<file path="src/rtl/spi_cmd_pkg.sv">
package spi_cmd_pkg;

  localparam int ADDR_W = 5;

  localparam logic [ADDR_W-1:0] A_CMD = 5'h00;
  localparam logic [ADDR_W-1:0] A_CNT = 5'h01;
  localparam logic [ADDR_W-1:0] A_SR  = 5'h02;
  localparam logic [ADDR_W-1:0] A_ARM = 5'h03;
  localparam logic [1:0]        PAGE_TX  = 2'b01;
  localparam logic [1:0]        PAGE_CAP = 2'b10;

  localparam int CB_PROG = 2;
  localparam int CB_RDSR = 1;
  localparam int CB_WRSR = 5;

  typedef enum logic [1:0] {K_PROG, K_RDSR, K_WRSR} cmd_kind_t;
  typedef enum logic [1:0] {ST_IDLE, ST_LEAD, ST_SHIFT, ST_TRAIL} eng_st_t;

endpackage

</file>
<file path="src/rtl/spi_cmd_regs.sv">
module spi_cmd_regs
  import spi_cmd_pkg::*;
#(
  parameter int         NPROG      = 6,
  parameter logic [7:0] RDSR_OP    = 8'h05,
  parameter logic [7:0] WRSR_OP    = 8'h01,
  parameter logic [7:0] ARM_KEY    = 8'h30,
  localparam int        FRAME_BITS = 8 * (NPROG + 1),
  localparam int        CAP_BITS   = 8 * NPROG,
  localparam int        NW         = $clog2(FRAME_BITS + 1)
) (
  input  logic                  clk,
  input  logic                  rst,
  input  logic [ADDR_W-1:0]     addr,
  input  logic [7:0]            wdata,
  input  logic                  we,
  output logic [7:0]            rdata,
  input  logic                  eng_done,
  input  logic [CAP_BITS-1:0]   rx,
  output logic                  start,
  output logic [FRAME_BITS-1:0] frame,
  output logic [NW-1:0]         nbits
);

  logic [7:0]      prog_q [NPROG];
  logic [7:0]      cnt_q;
  logic [7:0]      cmd_q;
  logic [7:0]      stat_q;
  logic            arm_q;
  cmd_kind_t       kind_q;
  logic [FRAME_BITS-1:0] prog_frame;
  logic [NW-1:0]   eff_bits;
  logic            cmd_hit;
  logic            accept;
  logic [7:0]      rd_c;

  always_comb begin
    prog_frame = '0;
    for (int i = 0; i < NPROG; i++)
      prog_frame[FRAME_BITS-1-8*i -: 8] = prog_q[NPROG-1-i];
  end

  assign eff_bits = (cnt_q > 8'(FRAME_BITS)) ? NW'(FRAME_BITS) : cnt_q[NW-1:0];
  assign cmd_hit  = we && (addr == A_CMD);
  assign accept   = cmd_hit && arm_q && (cmd_q == 8'h00);

  always_ff @(posedge clk) begin
    if (rst) begin
      for (int i = 0; i < NPROG; i++) prog_q[i] <= 8'h00;
      cnt_q  <= 8'h00;
      arm_q  <= 1'b0;
    end else if (we) begin
      for (int i = 0; i < NPROG; i++)
        if (addr == {PAGE_TX, 3'(i)}) prog_q[i] <= wdata;
      if (addr == A_CNT) cnt_q <= wdata;
      if (addr == A_ARM) arm_q <= (wdata == ARM_KEY);
    end
  end

  always_ff @(posedge clk) begin
    if (rst) begin
      cmd_q  <= 8'h00;
      stat_q <= 8'h00;
      start  <= 1'b0;
      frame  <= '0;
      nbits  <= '0;
      kind_q <= K_PROG;
    end else begin
      start <= 1'b0;
      if (eng_done) begin
        cmd_q <= 8'h00;
        if (kind_q == K_RDSR) stat_q <= rx[7:0];
      end else if (accept) begin
        if (wdata[CB_PROG]) begin
          if (eff_bits != '0) begin
            cmd_q[CB_PROG] <= 1'b1;
            kind_q <= K_PROG;
            frame  <= prog_frame;
            nbits  <= eff_bits;
            start  <= 1'b1;
          end
        end else if (wdata[CB_RDSR]) begin
          cmd_q[CB_RDSR] <= 1'b1;
          kind_q <= K_RDSR;
          frame  <= {RDSR_OP, (FRAME_BITS-8)'(0)};
          nbits  <= NW'(16);
          start  <= 1'b1;
        end else if (wdata[CB_WRSR]) begin
          cmd_q[CB_WRSR] <= 1'b1;
          kind_q <= K_WRSR;
          frame  <= {WRSR_OP, prog_q[NPROG-1], (FRAME_BITS-16)'(0)};
          nbits  <= NW'(16);
          start  <= 1'b1;
        end
      end
    end
  end

  always_comb begin
    rd_c = 8'h00;
    case (addr)
      A_CMD:   rd_c = cmd_q;
      A_CNT:   rd_c = cnt_q;
      A_SR:    rd_c = stat_q;
      A_ARM:   rd_c = {7'b0, arm_q};
      default: begin
        for (int i = 0; i < NPROG; i++) begin
          if (addr == {PAGE_TX, 3'(i)})  rd_c = prog_q[i];
          if (addr == {PAGE_CAP, 3'(i)}) rd_c = rx[8*i +: 8];
        end
      end
    endcase
  end

  always_ff @(posedge clk) begin
    if (rst) rdata <= 8'h00;
    else     rdata <= rd_c;
  end

  // at most one command bit is ever pending
  assert_one_cmd_R8: assert property (@(posedge clk) disable iff (rst)
    $onehot0(cmd_q));

  // a command write during a running command leaves the command bits alone
  assert_busy_drop_R9: assert property (@(posedge clk) disable iff (rst)
    (cmd_hit && (cmd_q != 8'h00) && !eng_done) |=> (cmd_q == $past(cmd_q)));

  // a transfer is only launched while the block is armed
  assert_armed_start_R2: assert property (@(posedge clk) disable iff (rst)
    start |-> $past(arm_q));

endmodule

</file>
<file path="src/rtl/spi_cmd_engine.sv">
module spi_cmd_engine
  import spi_cmd_pkg::*;
#(
  parameter int  CLK_DIV    = 4,
  parameter int  FRAME_BITS = 56,
  parameter int  CAP_BITS   = 48,
  localparam int HALF       = CLK_DIV / 2,
  localparam int CW         = (CLK_DIV > 2) ? $clog2(CLK_DIV) : 1,
  localparam int NW         = $clog2(FRAME_BITS + 1)
) (
  input  logic                  clk,
  input  logic                  rst,
  input  logic                  start,
  input  logic [FRAME_BITS-1:0] frame,
  input  logic [NW-1:0]         nbits,
  input  logic                  miso,
  output logic                  done,
  output logic                  cs_n,
  output logic                  sck,
  output logic                  mosi,
  output logic [CAP_BITS-1:0]   rx
);

  eng_st_t               st;
  logic [CW-1:0]         cnt;
  logic [NW-1:0]         left;
  logic [FRAME_BITS-1:0] tx;

  localparam logic [CW-1:0] CNT_LAST = CW'(CLK_DIV - 1);
  localparam logic [CW-1:0] CNT_MID  = CW'(HALF - 1);

  assign mosi = tx[FRAME_BITS-1];

  always_ff @(posedge clk) begin
    if (rst) begin
      st   <= ST_IDLE;
      cnt  <= '0;
      left <= '0;
      tx   <= '0;
      rx   <= '0;
      cs_n <= 1'b1;
      sck  <= 1'b0;
      done <= 1'b0;
    end else begin
      done <= 1'b0;
      case (st)
        ST_IDLE: begin
          if (start) begin
            tx   <= frame;
            left <= nbits;
            cs_n <= 1'b0;
            cnt  <= '0;
            st   <= ST_LEAD;
          end
        end
        ST_LEAD: begin
          if (cnt == CNT_LAST) begin
            cnt <= '0;
            st  <= ST_SHIFT;
          end else begin
            cnt <= cnt + 1'b1;
          end
        end
        ST_SHIFT: begin
          if (cnt == CNT_MID) begin
            sck <= 1'b1;
            rx  <= {rx[CAP_BITS-2:0], miso};
          end
          if (cnt == CNT_LAST) begin
            sck  <= 1'b0;
            cnt  <= '0;
            tx   <= tx << 1;
            left <= left - 1'b1;
            if (left == NW'(1)) st <= ST_TRAIL;
          end else begin
            cnt <= cnt + 1'b1;
          end
        end
        default: begin
          if (cnt == CNT_MID) begin
            cs_n <= 1'b1;
            done <= 1'b1;
            cnt  <= '0;
            st   <= ST_IDLE;
          end else begin
            cnt <= cnt + 1'b1;
          end
        end
      endcase
    end
  end

  // clock pulses only inside an asserted chip select
  assert_sck_framed_R10: assert property (@(posedge clk) disable iff (rst)
    sck |-> !cs_n);

  // data line moves only while SCK is low
  assert_mosi_low_phase_R10: assert property (@(posedge clk) disable iff (rst)
    !$stable(mosi) |-> !sck);

  // the register side never launches into a running transfer
  assert_start_idle_R9: assert property (@(posedge clk) disable iff (rst)
    start |-> (st == ST_IDLE));

  // the remaining bit count never exceeds the frame size
  assert_bits_bounded_R5: assert property (@(posedge clk) disable iff (rst)
    left <= NW'(FRAME_BITS));

  // chip select only falls in response to a start
  assert_cs_from_start_R3: assert property (@(posedge clk) disable iff (rst)
    $fell(cs_n) |-> $past(start));

endmodule

</file>
<file path="src/rtl/spi_cmd_shifter.sv">
module spi_cmd_shifter
  import spi_cmd_pkg::*;
#(
  parameter int         CLK_DIV    = 4,
  parameter int         NPROG      = 6,
  parameter logic [7:0] RDSR_OP    = 8'h05,
  parameter logic [7:0] WRSR_OP    = 8'h01,
  parameter logic [7:0] ARM_KEY    = 8'h30,
  localparam int        FRAME_BITS = 8 * (NPROG + 1),
  localparam int        CAP_BITS   = 8 * NPROG,
  localparam int        NW         = $clog2(FRAME_BITS + 1)
) (
  input  logic              clk,
  input  logic              rst,
  input  logic [ADDR_W-1:0] reg_addr,
  input  logic [7:0]        reg_wdata,
  input  logic              reg_we,
  output logic [7:0]        reg_rdata,
  output logic              spi_cs_n,
  output logic              spi_sck,
  output logic              spi_mosi,
  input  logic              spi_miso
);

  logic                  start;
  logic                  done;
  logic [FRAME_BITS-1:0] frame;
  logic [NW-1:0]         nbits;
  logic [CAP_BITS-1:0]   rx;

  spi_cmd_regs #(
    .NPROG   (NPROG),
    .RDSR_OP (RDSR_OP),
    .WRSR_OP (WRSR_OP),
    .ARM_KEY (ARM_KEY)
  ) u_regs (
    .clk      (clk),
    .rst      (rst),
    .addr     (reg_addr),
    .wdata    (reg_wdata),
    .we       (reg_we),
    .rdata    (reg_rdata),
    .eng_done (done),
    .rx       (rx),
    .start    (start),
    .frame    (frame),
    .nbits    (nbits)
  );

  spi_cmd_engine #(
    .CLK_DIV    (CLK_DIV),
    .FRAME_BITS (FRAME_BITS),
    .CAP_BITS   (CAP_BITS)
  ) u_engine (
    .clk   (clk),
    .rst   (rst),
    .start (start),
    .frame (frame),
    .nbits (nbits),
    .miso  (spi_miso),
    .done  (done),
    .cs_n  (spi_cs_n),
    .sck   (spi_sck),
    .mosi  (spi_mosi),
    .rx    (rx)
  );

endmodule

</file>
<file path="config.mk">
export PLATFORM = sky130hd
export DESIGN_NAME = spi_cmd_shifter
export DESIGN_NICKNAME = d
export VERILOG_FILES = /design/src/rtl/spi_cmd_pkg.sv /design/src/rtl/spi_cmd_regs.sv /design/src/rtl/spi_cmd_engine.sv /design/src/rtl/spi_cmd_shifter.sv
export SDC_FILE = /design/constraint.sdc
export NUM_CORES = 1
export LEC_CHECK = 0
export ABC_AREA = 1
export CAP_MARGIN = 20
export CORE_MARGIN = 1.5
export CORE_UTILIZATION = 61
export CTS_CLUSTER_SIZE = 16
export DETAILED_ROUTE_END_ITERATION = 12
export GPL_TIMING_DRIVEN = 0
export PLACE_DENSITY = 0.79
export SLEW_MARGIN = 0
export SYNTH_ARGS = -nofsm -noshare
export SYNTH_HDL_FRONTEND = slang
export SYNTH_SLANG_ARGS = --single-unit
</file>
<file path="constraint.sdc">
create_clock -name clk -period 2.4 [get_ports clk]
set_input_delay 0.48 -clock clk [delete_from_list [all_inputs] [get_ports clk]]
set_output_delay 0.48 -clock clk [all_outputs]
set_load 0.05 [all_outputs]
</file>
Yosys cells after proc, flatten, opt, wreduce, memory -nomap -nowiden:

Memory sizes are Yosys's and may differ from the RTL's.
Cells that the tools add are included.

* word-level logic and storage cells: 172
* output and inout bits: 11
* memory bits (writable): 48
* register bits: 210
* memories: 1

Memory list
* u_regs.prog_q: depth 6, width 8, read ports 6, clocked after memory_dff 0, wr ports 6, line spi_cmd_regs.sv:25 `logic [7:0] prog_q [NPROG];`

* magnitude comparators: 1
* muxes and demuxes: 83
* bitwise gates (word level): 11
* reductions and logical operators: 28
* equal/unequal tests: 27
* add/subtract/negate cells: 2

Operator list (count)
* 56-bit 2-to-1 mux: 6
* 8-bit 2-to-1 mux: 18
* 56-bit one-hot mux with 2 select lines: 1
* 6-bit 2-to-1 mux: 7
* 1-bit 2-to-1 mux: 34
* 8-bit one-hot mux with 4 select lines: 1
* 5-bit by 4-bit equality test with 1-bit output, second input constant: 6
* 5-bit equality test, second input constant: 6
* 2-bit 2-to-1 mux: 12
* 6-bit one-hot mux with 2 select lines: 1
* 3-bit AND reduction: 4
* 5-bit by 2-bit equality test with 1-bit output, second input constant: 2
* 2-bit AND reduction: 5
* 8-bit by 6-bit equality test with 1-bit output, second input constant: 1
* 8-bit by 6-bit greater-than comparator with 1-bit output, second input constant: 1
* 8-bit zero test: 1
* 2-bit by 1-bit != test with 1-bit output, second input constant: 4
* 4-bit AND reduction: 2
* 2-bit by 1-bit equality test with 1-bit output, second input constant: 3
* 6-bit by 1-bit equality test with 1-bit output, second input constant: 1
* 1-bit OR: 6
* 2-bit one-hot mux with 3 select lines: 1
* 2-bit nonzero test: 3
* 6-bit nonzero test: 1
* 17 further kinds: 25

Logic depth before layout (Yosys ltp):

Gate-level depths: netlist of the first run.

* word-level depth: 14
* gate-level depth with buffers: 13
* mapped depth without buffers: 13

By module:

Synthesis of the first run repeated with hierarchy kept, for this count alone.

* cell total of the unflattened synthesis: 1568
* area total of the unflattened synthesis: 11369.7 µm²

By module, submodules not included
* spi_cmd_regs: area an instance 6294.8 µm², times used 1, cells an instance 814
* spi_cmd_engine: area an instance 5074.9 µm², times used 1, cells an instance 754

Worst setup path after synthesis of the first run:

Ideal clock, no wire load.

* path type: input port to flip-flop
* start: input port reg_addr[4]
* end: memory u_regs.prog_q[3][0] (enable)
* setup slack: 0.235 ns
* arrival time: 1.780 ns
* library setup time: 0.384 ns
* stages on the path: 5
* path through: inv_1 > nand3_1 > nor2_1 > inv_1 > o21ai_0

RTL lines
* from (decl): line spi_cmd_shifter.sv:15 `input logic [ADDR_W-1:0] reg_addr,`
* to (decl): line spi_cmd_regs.sv:25

Final worst setup path of the first run:

* start: input port reg_addr[1]
* end: register u_regs.frame[44]

* word-level cells in the longest chain between the ends: 5

RTL lines
* 5-bit zero test: line spi_cmd_regs.sv:44 `assign cmd_hit = we && (addr == A_CMD);`
* 1-bit logical AND: line spi_cmd_regs.sv:44
* 1-bit logical AND (2 in series): line spi_cmd_regs.sv:45 `assign accept = cmd_hit && arm_q && (cmd_q == 8'h00);`
* 4-bit AND reduction (no line)
* to (signal assigned): line spi_cmd_regs.sv:78 `frame <= prog_frame;`
* to (signal assigned): line spi_cmd_regs.sv:85 `frame <= {RDSR_OP, (FRAME_BITS-8)'(0)};`
* to (signal assigned): line spi_cmd_regs.sv:91 `frame <= {WRSR_OP, prog_q[NPROG-1], (FRAME_BITS-16)'(0)};`
* to (decl): line spi_cmd_regs.sv:21 `output logic [FRAME_BITS-1:0] frame,`

No other way between the ends.
A chain may end at the register's enable or synchronous reset.

==> flow_summary.json, run 1 <==
{
  "finalInstanceArea_sq_um": 11800,
  "worst_path_max_delay_cell": "clkdlybuf4s50_1",
  "antenna_found_initial": 0,
  "relSlewSlack_pct": 29.2,
  "grt_pass1_wl_mm": 44.7,
  "postCtsHoldBufs": 0,
  "syn_nets": 1393,
  "vias": 9478,
  "grt_util_met1_pct": 41.9,
  "grtUsageMet3_pct": 4.26,
  "crit_cells": 10,
  "syn_area_sq_um": 10400,
  "ys_types": 35,
  "wirelength_mm": 28.2,
  "cts-root-buf": "clkbuf_16",
  "synth-main-ff-cell": "dfxtp_1",
  "busiest_layer": "met2",
  "final.setup.worst_slack_ns": 0.146,
  "cp_cell_sequence": "clkdlybuf4s50_1 -> nor2_4 -> inv_2 -> nor2_1 -> inv_1 -> nor4_4 -> nand3_4 -> clkbuf_2 -> o21ai_0 -> a21oi_1",
  "cts_made_buffers": 25,
  "path_clk_slew_ns": 0.06,
  "syn-instance-count": 1367,
  "ys_ff_latch": 242,
  "synth-edff-count": 48,
  "async_flop_share_pct": 0,
  "cts.htree.levels": 1,
  "crit_path_start_kind": "input port",
  "ant_nets": 0,
  "hp-class": "reg -> reg",
  "dp.cells": 1613,
  "dp_hpwl_mm": 20.7,
  "power.density_nw_per_um2": 857,
  "yosysSeqAreaShare_pct": 51.2,
  "die_width_microns": 134,
  "drtIter0Drc": 1109,
  "use_met2_pct": 51.6,
  "grt_overflow": 0,
  "crit_required_ns": 2.79,
  "cap_viol_max_count": 0,
  "hold_depth": 2,
  "clkLatencyLatePin_ns": 0.52,
  "hold_viol": 0,
  "grt_pass1_vias": 8839,
  "initial_utilization_pct": 62.5,
  "final_common_cell": "nand2_1",
  "post-route-drc-count": 0,
  "final_cell_mix": "nand2_1, dfxtp_1, nor2_1",
  "setup_viol": 0,
  "final_cells": 1659,
  "rr_worst_depth": 10,
  "avgSynthCellArea_sq_um": 7.61,
  "dieArea_sq_um": 17800,
  "core_sq_um": 16600,
  "cts_sinks": 242,
  "clockBufferDepth": 3,
  "cts_tree": "done",
  "port_buffers": 26,
  "fin_crit_ns": 2.25,
  "drtPass1Iterations": 6,
  "fin_skew_ns": 0.0132,
  "irDropWorstVdd_mv": 0.836,
  "final.period_utilization_pct": 93.9,
  "diodes": 0,
  "leakagePower_nw": 4.47,
  "cpLargestDelayFamily": "buffers and inverters",
  "grt_max_degree": 15,
  "pin_count": 28,
  "yosys_warnings": 0,
  "crit_type": "in -> reg",
  "routed_via_density": 5.71,
  "max_freq_mhz": 444,
  "drive_gt1_share_pct": 5.35,
  "cp_num_buf_inv": 4,
  "grt_util_all_layers_pct": 31.4,
  "tightest_slew_ns": 1.05,
  "endpoint_kind": "flip-flop",
  "layout.nets": 1448,
  "die_h_microns": 134,
  "cp_max_fo": 10,
  "cp.arrival_ns": 2.64,
  "place_congestion": 0.974,
  "rows": 47,
  "drv_slew": 0,
  "outcome": "complete, no violations",
  "dpl_cell_area_sq_um": 10900,
  "max_stage_delay_ns": 0.53,
  "wl_per_cell_microns": 17.0,
  "area.growth.synth_to_final_pct": 13.9,
  "place_ws_ns": -0.654
}
[Yosys cell counts, types with 9 or more instances]
master,count,area (sq um)
nand3_1,58,290
edfxtp_1,48,1440
nor3_1,10,50.1
a31oi_1,52,325
clkbuf_1,60,225
ha_1,9,113
o31ai_1,10,75.1
inv_1,120,450
nor2_1,193,724
dfxtp_1,194,3880
nand2_1,299,1120
nand4_1,21,131
a21oi_1,88,440
buf_2,12,60.1
o21ai_0,150,751
[flip-flops by register name (all words and copies together), names as in the netlist, 2 cells and up]
signal and count:
u_regs.prog_q 48, u_regs.stat_q 8, u_regs.cmd_q 3, u_engine.left 6, u_engine.cnt 2, u_engine.st 2, u_regs.nbits 6, u_regs.rdata 8
u_regs.frame 48, u_engine.rx 48, u_engine.tx 48, u_regs.kind_q 2, u_regs.cnt_q 8
[cell type report]
class                      count  area [sq um]
buffer                        78           320
clock buffer                  36           781
clock inverter                 8          71.3
fill                        1330          4800
inverter                     124           469
multi-input combinational    923          4320
sequential                   242          5330
tap                          220           275
timing repair buffer          28           280
[timing repair]
item,4_1_cts,5_1_grt
endpoints found under the setup margin,61,133
resized for setup,3,22
pin swaps,0,2
endpoints found under the hold margin,0,0
buffers inserted,0,2
[worst paths after layout]
check | slack [ns] | start | to
worst max-delay path | 0.15 | reg_addr[1] | u_regs.frame[44]
worst min-delay path | 0.45 | u_regs.frame[43] | u_regs.frame[43]
worst max register to register | 0.18 | u_regs.cnt_q[2] | u_regs.frame[17]
worst min register to register | 0.45 | u_regs.frame[43] | u_regs.frame[43]
[kinds of logic (layout without fill, tap and decap cells)]
group	Yosys count	in the layout	share of synthesized area (%)
simple gates	588	588	23.1
compound gates	326	326	17.2
flops	242	242	51.2
buf+inv	202	274	7.47
fa+ha+maj	9	9	1.08
[layer usage]
layer	vias to the layer above	wire length (microns)
met5	-	0
met4	0	955
met3	78	2200
met2	437	13100
met1	4319	11900
li1	4644	-
[per-stage QoR]
step	total power, mW	utilization, %	TNS (ns)	hold WS, ns
finish	10.1	71.1	0	0.446
global route	10.5	71.1	-0.135	0.458
CTS	10.1	70.8	0	0.447
detailed placement	6.21	65.7	-50.82	0.437
global placement	6.17	65.7	-45.82	0.433
floorplan	5.75	-	0	0.421
[tightest hold or removal path, delay by kind of cell, from the launching register on]
| family | cells | cell delay, ns |
|---|---|---|
| compound gates | 1 | 0.05 |
| buf+inv | 1 | 0.05 |
| flops | 1 | 0.31 |
[report_power, final]
part           leakage, nW  total (mW)  switching [mW]  internal, mW
registers             2.03        4.66           0.193          4.47
clock network        0.422        3.96            1.60          2.36
logic                 2.02        1.52            1.05         0.471
total                 4.47        10.1            2.84          7.31
Note: power is estimated with default switching activity, not from simulation.
==> inputs of run 2 (changes only) <==
--- a/config.mk
+++ b/config.mk
@@ -8,12 +8,13 @@
 export ABC_AREA = 1
 export CAP_MARGIN = 20
 export CORE_MARGIN = 1.5
-export CORE_UTILIZATION = 61
+export CORE_UTILIZATION = 62
 export CTS_CLUSTER_SIZE = 16
 export DETAILED_ROUTE_END_ITERATION = 12
 export GPL_TIMING_DRIVEN = 0
-export PLACE_DENSITY = 0.79
+export PLACE_DENSITY = 0.8
 export SLEW_MARGIN = 0
 export SYNTH_ARGS = -nofsm -noshare
 export SYNTH_HDL_FRONTEND = slang
+export SYNTH_HIERARCHICAL = 1
 export SYNTH_SLANG_ARGS = --single-unit
==> run 2 against run 1 <==
Cell count rose by 13%; clock power is 4% higher; via count up 11%; worst setup slack worse by 0.12 ns; highest routed layer unchanged; cell area is 8.5% higher; sequential power up 7.5%; global-route usage shrank 0.22 points; critical endpoint is now u_regs/prog_q[1][3].
==> flow_summary.json, run 2 <==
{
  "final_cells": 1877,
  "busiest_layer": "met2",
  "cts_sinks": 250,
  "multi_input_area_sq_um": 5040,
  "ant_nets": 0,
  "fillers": 1472,
  "grt_pass1_vias": 9396,
  "cts.htree.levels": 1,
  "die_width_microns": 138,
  "layout.nets": 1655,
  "final.period_utilization_pct": 99.0,
  "max_stage_delay_ns": 0.74,
  "die_h_microns": 138,
  "crit_type": "in -> reg",
  "rsz0062_at_grt": "false",
  "drtPass1Iterations": 7,
  "antenna_found_initial": 0,
  "grt_util_all_layers_pct": 31.2,
  "crit_path_start_kind": "input port",
  "post-route-drc-count": 0,
  "place_ws_ns": -0.846,
  "grt_util_met1_pct": 41.7,
  "r2r-start": "u_regs/cnt_q[0]",
  "rows": 49,
  "ff_latch_area_sq_um": 5490,
  "finalInstanceArea_sq_um": 12800,
  "postCtsHoldBufs": 0,
  "irDropWorstVdd_mv": 0.891,
  "yosys_warnings": 6,
  "avgSynthCellArea_sq_um": 7.25,
  "setup_viol": 0,
  "dp_hpwl_mm": 22.7,
  "drive_gt1_share_pct": 7.95,
  "tightest_slew_ns": 0.704,
  "drv_slew": 0,
  "yosysSeqAreaShare_pct": 48.2,
  "dp.cells": 1830,
  "clockBufferDepth": 3,
  "cap_viol_max_count": 0,
  "cts_made_buffers": 26,
  "syn-instance-count": 1568,
  "final.setup.worst_slack_ns": 0.0249,
  "yosysTopAreaCellShare_pct": 35.6,
  "hp-class": "reg -> reg",
  "regMostFlops": "u_engine/tx",
  "largest_reg_flops": 56,
  "yosysTopAreaCell": "dfxtp_1",
  "dpl_cell_area_sq_um": 11900,
  "startpoint": "rst",
  "cp_max_fo": 10,
  "endpoint_kind": "flip-flop",
  "wirelength_mm": 30.5,
  "cp_cell_sequence": "clkdlybuf4s50_1 -> clkbuf_2 -> inv_1 -> clkbuf_1 -> o21ai_1",
  "use_met2_pct": 51.3,
  "ys_types": 40,
  "diodes": 0,
  "synth_area_leaders": "dfxtp_1, edfxtp_1, nor2_1",
  "grt_pass1_wl_mm": 48.2,
  "synth-edff-count": 48,
  "hp-start": "u_engine/left[4]",
  "area.growth.synth_to_final_pct": 13.0,
  "worst_path_max_delay_cell": "clkdlybuf4s50_1",
  "fin_skew_ns": 0.00981,
  "crit_required_ns": 2.56,
  "max_freq_mhz": 421,
  "clkLatencyLatePin_ns": 0.53,
  "pin_count": 28,
  "hold_viol": 0,
  "syn_area_sq_um": 11400,
  "synth-main-ff-cell": "dfxtp_1",
  "async_flop_share_pct": 0,
  "grtUsageMet3_pct": 4.02,
  "dieArea_sq_um": 19200,
  "synth_most_common_cell": "nor2_1",
  "grt_overflow": 0,
  "port_buffers": 26,
  "core_sq_um": 18000,
  "cts-root-buf": "clkbuf_16",
  "wl_per_cell_microns": 16.3,
  "routed_via_density": 5.59,
  "outcome": "complete, no violations",
  "ys_ff_latch": 250,
  "drtIter0Drc": 1124,
  "power.density_nw_per_um2": 909,
  "grt_max_degree": 15,
  "final_common_cell": "nor2_1",
  "post-route-util_pct": 71.5,
  "cts_tree": "done",
  "leakagePower_nw": 5.33,
  "path_clk_slew_ns": 0.06,
  "relSlewSlack_pct": 52.7,
  "initial_utilization_pct": 63.3,
  "fin_crit_ns": 2.38,
  "cp.arrival_ns": 2.53,
  "vias": 10500,
  "final_cell_mix": "nor2_1, nand2_1, dfxtp_1",
  "place_congestion": 0.924,
  "synth_top_cells_by_count": "nor2_1, nand2_1, dfxtp_1",
  "total_power_mw": 11.7
}
## run 2: changes by cell type after synthesis, sizes merged, moves of 10 or more
cell	delta
inv	-22
clkbuf	-11
a31oi	-47
o21ai	+56
nand4	+19
nor2	+169
o31ai	-10
nand3	-22
buf	+29
nand2	+61
a21oi	-30
## run 2: worst max-delay path: cells and delay by family
family,cells,cell delay [ns]
AO/OA/AOI/OAI,1,0.49
buffers and inverters,4,1.56
## run 2: through the flow
step / setup TNS, ns / hold WS [ns]
after floorplan: 0 / 0.430
after global placement: -70.45 / 0.448
after detailed placement: -73.76 / 0.457
after CTS: 0 / 0.466
after global routing: 0 / 0.492
final: 0 / 0.462
## run 2: what timing repair did
item                       in CTS  in global routing
pin swaps                       0                  1
buffers inserted                0                  0
gates resized for setup         5                  5
setup endpoints to repair      24                 33
## run 2: routing by layer
metal  share of wire (%)  vias to the layer above  routed length [microns]
met5                   0                        -                        0
met3                 7.9                       85                     2410
li1                    -                     5200                        -
met2                  46                      467                    14100
met4                 3.8                        0                     1150
met1                  42                     4740                    12900
## run 2: power by group
part	internal [mW]	switching, mW	total [mW]
clock	2.46	1.66	4.12
combinational	0.856	1.68	2.54
sequential	4.74	0.270	5.01
## run 2: final cells by class
type,instances,share of cell area (%)
plain buffers,96,3.98
clock buffers,32,5.65
clock inverters,15,1.21
inverters,101,2.95
multi-input cells,1128,39.2
flip-flops and latches,250,42.7
well taps,229,2.23
repair buffers,26,2.03
## run 2: cell families after synthesis
kind of cell	after synthesis	synth area share [%]
DFF	250	48.2
AOI/OAI and AO/OA	295	13.6
and+or+nand+nor	816	29.3
buffers and inverters	197	7.82
adders and majority gates	9	0.990
other	1	0.0330
## run 2: worst paths after layout
kind,slack [ns],cells past startpoint,endpoint
worst max-delay path,0.02,5,u_regs/prog_q[1][3]
worst min-delay path,0.46,2,u_engine/left[4]
worst max register to register,0.33,12,u_regs/frame[24]
worst min register to register,0.46,2,u_engine/left[4]
